## src/rtl/cmp_trip_pkg.sv

```systemverilog
package cmp_trip_pkg;
   typedef enum logic [1:0] {
      SRC_ASYNC = 2'd0,
      SRC_SYNC  = 2'd1,
      SRC_FILT  = 2'd2,
      SRC_LATCH = 2'd3
   } trip_src_e;
endpackage

```

## src/rtl/cmp_sync.sv

```systemverilog
module cmp_sync #(
   parameter int STAGES = 2
) (
   input  logic clk,
   input  logic rst_n,
   input  logic d,
   output logic q
);
   logic [STAGES-1:0] sh_q;

   if (STAGES < 1) begin : g_bad
      $error("cmp_sync: STAGES must be at least 1");
   end

   if (STAGES == 1) begin : g_one
      always_ff @(posedge clk or negedge rst_n) begin
         if (!rst_n) sh_q <= '0;
         else        sh_q <= d;
      end
   end else begin : g_many
      always_ff @(posedge clk or negedge rst_n) begin
         if (!rst_n) sh_q <= '0;
         else        sh_q <= {sh_q[STAGES-2:0], d};
      end
   end

   assign q = sh_q[STAGES-1];

   if (STAGES == 2) begin : g_chk2
      logic [1:0] age_q;
      always_ff @(posedge clk or negedge rst_n) begin
         if (!rst_n)            age_q <= '0;
         else if (age_q != 2'd2) age_q <= age_q + 2'd1;
      end
      // output lags the input by two edges
      p_sync_lag_r2: assert property (@(posedge clk) disable iff (!rst_n)
         (age_q == 2'd2) |-> (q == $past(d, 2)));
   end
endmodule

```

## src/rtl/cmp_prescaler.sv

```systemverilog
module cmp_prescaler #(
   parameter int PRE_W = 8
) (
   input  logic             clk,
   input  logic             rst_n,
   input  logic [PRE_W-1:0] div,
   input  logic             restart,
   output logic             tick
);
   logic [PRE_W-1:0] cnt_q;

   if (PRE_W < 1) begin : g_bad
      $error("cmp_prescaler: PRE_W must be at least 1");
   end

   assign tick = (cnt_q == div);

   always_ff @(posedge clk or negedge rst_n) begin
      if (!rst_n)             cnt_q <= '0;
      else if (restart | tick) cnt_q <= '0;
      else                    cnt_q <= cnt_q + PRE_W'(1);
   end

   // after a tick the next tick follows at once only for a zero divider
   p_tick_gap_r3: assert property (@(posedge clk) disable iff (!rst_n)
      (tick && !restart) |=> (tick == (div == '0)));
   // init restarts the count
   p_restart_r3: assert property (@(posedge clk) disable iff (!rst_n)
      restart |=> (tick == (div == '0)));
endmodule

```

## src/rtl/cmp_vote_window.sv

```systemverilog
module cmp_vote_window #(
   parameter int WIN_W = 5
) (
   input  logic             clk,
   input  logic             rst_n,
   input  logic             din,
   input  logic             tick,
   input  logic             init,
   input  logic [WIN_W-1:0] win_len,
   input  logic [WIN_W-1:0] agree_min,
   output logic             filt_q
);
   localparam int DEPTH = 1 << WIN_W;
   localparam int CNT_W = WIN_W + 1;

   logic [DEPTH-1:0] win_q, win_nx, mask;
   logic [CNT_W-1:0] ones, span, need, zeros;

   if (WIN_W < 1 || WIN_W > 8) begin : g_bad
      $error("cmp_vote_window: WIN_W out of range");
   end

   for (genvar i = 0; i < DEPTH; i++) begin : g_mask
      assign mask[i] = (CNT_W'(i) <= {1'b0, win_len});
   end

   assign win_nx = {win_q[DEPTH-2:0], din};

   always_comb begin
      ones = '0;
      for (int k = 0; k < DEPTH; k++) begin
         ones = ones + CNT_W'(win_nx[k] & mask[k]);
      end
   end

   assign span  = {1'b0, win_len} + CNT_W'(1);
   assign need  = {1'b0, agree_min} + CNT_W'(1);
   assign zeros = span - ones;

   always_ff @(posedge clk or negedge rst_n) begin
      if (!rst_n) begin
         win_q  <= '0;
         filt_q <= 1'b0;
      end else if (init) begin
         win_q  <= {DEPTH{din}};
         filt_q <= din;
      end else if (tick) begin
         win_q <= win_nx;
         if (ones >= need)       filt_q <= 1'b1;
         else if (zeros >= need) filt_q <= 1'b0;
      end
   end

   // init loads the filter with the present input
   p_init_load_r4: assert property (@(posedge clk) disable iff (!rst_n)
      init |=> (filt_q == $past(din)));
   // no change between sample cycles
   p_hold_idle_r5: assert property (@(posedge clk) disable iff (!rst_n)
      (!tick && !init) |=> $stable(filt_q));
endmodule

```

## src/rtl/cmp_trip_latch.sv

```systemverilog
module cmp_trip_latch (
   input  logic clk,
   input  logic rst_n,
   input  logic set_in,
   input  logic sw_clr,
   input  logic sync_pulse,
   input  logic sync_en,
   output logic lat_q
);
   logic clr;
   assign clr = sw_clr | (sync_pulse & sync_en);

   always_ff @(posedge clk or negedge rst_n) begin
      if (!rst_n)      lat_q <= 1'b0;
      else if (set_in) lat_q <= 1'b1;
      else if (clr)    lat_q <= 1'b0;
   end

   // set wins over any clear
   p_set_wins_r7: assert property (@(posedge clk) disable iff (!rst_n)
      set_in |=> lat_q);
   // sync pulse without enable leaves the latch alone
   p_sync_gated_r8: assert property (@(posedge clk) disable iff (!rst_n)
      (!set_in && !sw_clr && !sync_en) |=> $stable(lat_q));
   // enabled sync pulse clears
   p_sync_clear_r8: assert property (@(posedge clk) disable iff (!rst_n)
      (!set_in && sync_pulse && sync_en) |=> !lat_q);
endmodule

```

## src/rtl/cmp_trip_filter.sv

```systemverilog
module cmp_trip_filter #(
   parameter int PRE_W       = 8,
   parameter int WIN_W       = 5,
   parameter int SYNC_STAGES = 2
) (
   input  logic             clk,
   input  logic             rst_n,
   input  logic             cmp_raw,
   input  logic             cmp_invert,
   input  logic [PRE_W-1:0] smp_div,
   input  logic [WIN_W-1:0] win_len,
   input  logic [WIN_W-1:0] agree_min,
   input  logic             filt_init,
   input  logic             lat_clr,
   input  logic             pwm_sync,
   input  logic             sync_clr_en,
   input  logic [1:0]       src_sel,
   output logic             trip_out
);
   import cmp_trip_pkg::*;

   logic cond, synced, tick, filt, latched;
   trip_src_e src;

   assign cond = cmp_raw ^ cmp_invert;
   assign src  = trip_src_e'(src_sel);

   cmp_sync #(.STAGES(SYNC_STAGES)) u_sync (
      .clk(clk), .rst_n(rst_n), .d(cond), .q(synced));

   cmp_prescaler #(.PRE_W(PRE_W)) u_pre (
      .clk(clk), .rst_n(rst_n), .div(smp_div), .restart(filt_init), .tick(tick));

   cmp_vote_window #(.WIN_W(WIN_W)) u_vote (
      .clk(clk), .rst_n(rst_n), .din(synced), .tick(tick), .init(filt_init),
      .win_len(win_len), .agree_min(agree_min), .filt_q(filt));

   cmp_trip_latch u_lat (
      .clk(clk), .rst_n(rst_n), .set_in(filt), .sw_clr(lat_clr),
      .sync_pulse(pwm_sync), .sync_en(sync_clr_en), .lat_q(latched));

   always_comb begin
      unique case (src)
         SRC_ASYNC: trip_out = cond;
         SRC_SYNC:  trip_out = synced;
         SRC_FILT:  trip_out = filt;
         SRC_LATCH: trip_out = latched;
         default:   trip_out = latched;
      endcase
   end

   // a high filter always leaves the latch high
   p_latch_follows_r7: assert property (@(posedge clk) disable iff (!rst_n)
      filt |=> latched);
endmodule

```

## config.mk

```make
export PLATFORM = sky130hd
export DESIGN_NAME = cmp_trip_filter
export DESIGN_NICKNAME = d
export VERILOG_FILES = /design/src/rtl/cmp_trip_pkg.sv /design/src/rtl/cmp_sync.sv /design/src/rtl/cmp_prescaler.sv /design/src/rtl/cmp_vote_window.sv /design/src/rtl/cmp_trip_latch.sv /design/src/rtl/cmp_trip_filter.sv
export SDC_FILE = /design/constraint.sdc
export NUM_CORES = 1
export LEC_CHECK = 0
export CAP_MARGIN = 20
export CELL_PAD_IN_SITES_DETAIL_PLACEMENT = 0
export CELL_PAD_IN_SITES_GLOBAL_PLACEMENT = 2
export CORE_MARGIN = 5
export CORE_UTILIZATION = 25
export DETAILED_ROUTE_END_ITERATION = 16
export PLACE_DENSITY_LB_ADDON = 0.1
export SYNTH_ARGS = -nofsm -noshare
export SYNTH_HDL_FRONTEND = slang
export SYNTH_HIERARCHICAL = 1
export SYNTH_SLANG_ARGS = --single-unit
```

## constraint.sdc

```tcl
create_clock -name clk -period 6.8 [get_ports clk]
set_input_delay 0.68 -clock clk [delete_from_list [all_inputs] [get_ports clk]]
set_output_delay 0.68 -clock clk [all_outputs]
set_load 0.01 [all_outputs]
```

==> results.md <==
- CTS Buffer Depth: 2
- Drt wl/cell: around 16 um
- Post-Synth XOR/XNOR Area: 5.570%
- Die H: 132.5 um
- # IOs: 29
- Via count: 2992
- Main combinational cell family by area after synthesis: adder cells
- # rows: 44
- Met3 track demand over resource: about 2.3%
- Post-synth EDFFs: 0
- Hold buffers post-CTS: 0
- Mux contribution to synthesized area: 0.9006%
- Mapped Area: 3751 um2
- Hold Path Class: input port to async pin
- DRC Markers: 0
- Clock Tree Root: clkbuf_16
- Final Slew Violations: 0
- Crit start category: input port
- Max-cap viol count: 0
- Final Hold Vio Count: 0
- Overflow left after global routing: 0
- Status: finished with violations
- Final wirelength: 10340 um
- Primary FF master, synth: dfrtp_1
- Critical Path Most Common Cell: inv_2
- Period utilization: 104.1%
- Slowest cell on crit path: fa_1
- Synth Register Bits: 43
- Fin Setup TNS: -278.6 ps
- Htree depth: 2
- ANT cells: 0
- Worst EP arrival: 7260 ps
- Antenna violations before repair: 0
- DR vias/cell: 4.554
- Failing checks: negative setup slack
- Syn nets: 475
- Fin nets: between 500 and 600
- Post-Syn Area per Cell: 9.569 um2
- Initial Utilization: ~26%
- CTS tree: done
- DR pass1 iterations: 4
- Gpl congestion: 0.8149
- Port bufs: 28
- Antenna viol nets, final: 0
- Fraction of the mapped netlist area in simple logic gates: 17.18%
- Finish-stage setup viols: 1
- Initial DRC count: 103
- Clock skew: 4.449 ps
- CP required: 6980 ps
- Utilization after layout: 35.01%
- GR peak layer: met2
- Measured slew at the worst slew-check pin: 587.1 ps
- Synth Area in Adders: a little under a quarter
- Synth Area in Compound Gates: 16.54%
- Fin crit period: 7079 ps
- Dpl hpwl: 7794 um
- CTS Buf Count: 5
- Yosys warns: 6
- Die area: 17550 um2
- Min setup slack post-route: -278.6 ps
- Max frequency: 0.1413 GHz
- CP Class: input port to flip-flop
- Async SR Flop Fraction: 100.0%
- M1 GR Usage: 17.70%
- First-pass GRT wire length: 17360 um
- Critical path fanouts, max: 4
- Register area share after synthesis: 28.69%
- Clock Sinks: between 40 and 50
- Synthesized netlist cell count: 392
- Die W: 132.5 um
- Worst-path clk slew: 60 ps
- Core Area: approximately 15000 um2
- Synth unique cells: between 40 and 50
- RSZ-0062 raised after global routing: true
- Share of cells above drive strength 1: about 27%
- CP max stage delay: between 500 and 600 ps
- GR met2 Demand/Resource: between 15 and 20%
- Slew headroom: 60.57%
- CP Capture Type: flip-flop
- Largest net degree at the start of global routing: 63
- Syn-to-layout area delta: 36.66%
- Skew-Pair Late Insertion Delay: 290 ps
- Total global routing track utilization: 12.18%
- Vias in the first global route: 3201
[layer usage]
layer / vias to the layer above / routed length, um
met4: 0 / 60
met5: - / 0
met1: 1465 / 5289
met2: 27 / 4774
li1: 1496 / -
met3: 4 / 213
[cell usage in the layout (no fill, tap or decap), types with 3 or more instances in the layout]
| cell type | count |
|---|---|
| a211oi_1 | 35 |
| a21boi_0 | 3 |
| a21o_1 | 5 |
| a21oi_1 | 5 |
| a21oi_2 | 3 |
| and2b_1 | 3 |
| buf_12 | 6 |
| buf_4 | 55 |
| buf_6 | 6 |
| clkbuf_16 | 6 |
| clkdlybuf4s50_1 | 22 |
| dfrtp_1 | 43 |
| fa_1 | 21 |
| fa_2 | 4 |
| ha_1 | 23 |
| ha_4 | 6 |
| inv_1 | 34 |
| inv_2 | 9 |
| nand2_1 | 12 |
| nand2b_1 | 3 |
| nand3_1 | 6 |
| nand4_1 | 4 |
| nor2_1 | 41 |
| nor2b_1 | 30 |
| o21ai_0 | 9 |
| o21ai_4 | 3 |
| or3_1 | 3 |
| xnor2_1 | 6 |
| xnor2_2 | 3 |
| xor2_1 | 13 |
[cells in the mapped netlist (3+ instances only)]
library cell	instances	area, um2
inv_1	44	165.2
dfrtp_1	43	1076
nor2_1	43	161.4
a211oi_1	36	270.3
nor2b_1	31	193.9
ha_1	30	375.4
fa_1	25	500.5
o21ai_0	14	70.07
nand2_1	13	48.80
xor2_1	13	113.9
xnor2_1	9	78.83
a21oi_1	8	40.04
buf_2	8	40.04
clkbuf_1	6	22.52
nand3_1	6	30.03
a21o_1	5	37.54
a21boi_0	4	30.03
buf_6	4	45.04
nand2b_1	4	25.02
nand4_1	4	25.02
and2b_1	3	22.52
and3_1	3	18.77
o2111ai_1	3	26.28
or3_1	3	18.77
[final cells by class]
class | instances | area, um2
clock buffers | 6 | 128.9
clock inverters | 2 | 12.51
fillers | 1508 | 9518
inverters | 44 | 167.7
multi-input cells | 284 | 2601
flip-flops and latches | 43 | 1076
well taps | 184 | 230.2
repair buffers | 94 | 909.6
[worst max-delay path, delay by kind of cell]
family | cells | cell delay [ps]
AOI/OAI and AO/OA | 4 | 590
adders and majority gates | 12 | 4670
buffers and inverters | 10 | 670
and+or+nand+nor | 3 | 290
xor gates and xnor gates | 2 | 320
[kinds of logic after synthesis]
| group | Yosys count |
|---|---|
| flip-flops | 43 |
| adder cells (fa/ha/maj) | 55 |
| buffers and inverters | 65 |
| AND/OR/NAND/NOR | 119 |
| AO/OA/AOI/OAI | 85 |
| XOR/XNOR | 23 |
| multiplexers | 2 |
[metrics by stage]
step	hold slack [ps]	instances	instance area [um2]	worst slack, ps
6_report	270.7	657	5126	-278.6
5_1_grt	285.5	657	5126	-534.2
4_1_cts	271.3	649	4923	-520.3
3_5_place_dp	336.5	629	4593	-1096
3_3_place_gp	335.2	628	4573	-1080
2_1_floorplan	331.2	392	3830	-197.5
[worst paths after layout]
| path | startpoint | to | slack [ps] | cells past startpoint |
|---|---|---|---|---|
| worst max-delay path | win_len[1] | u_vote/filt_q | -280 | 31 |
| worst min-delay path | rst_n | u_vote/filt_q | 270 | 1 |
| worst max register to register | u_vote/win_q[17] | u_vote/filt_q | 100 | 26 |
| worst min register to register | u_sync/sh_q[0] | u_sync/sh_q[1] | 350 | 0 |
| max in group asynchronous | rst_n | u_vote/win_q[22] | 6040 | 2 |
| min in group clk | u_sync/sh_q[0] | u_sync/sh_q[1] | 350 | 0 |
[registers in the layout, summed over array words and instances (netlist names)]
signal / cells
u_vote/filt_q: 1
u_lat/lat_q: 1
u_pre/cnt_q: 8
u_vote/win_q: 31
u_sync/sh_q: 2
[what timing repair did]
action / in CTS / in global routing
setup buffers: 11 / 8
pin swaps: 19 / 31
gates resized for setup: 29 / 36
cloned: 1 / 1
setup endpoints to repair: 1 / 1
Power is left out: the tool's default activity adds up to more than one toggle a clock period on the data nets, which glitch-free logic cannot reach.
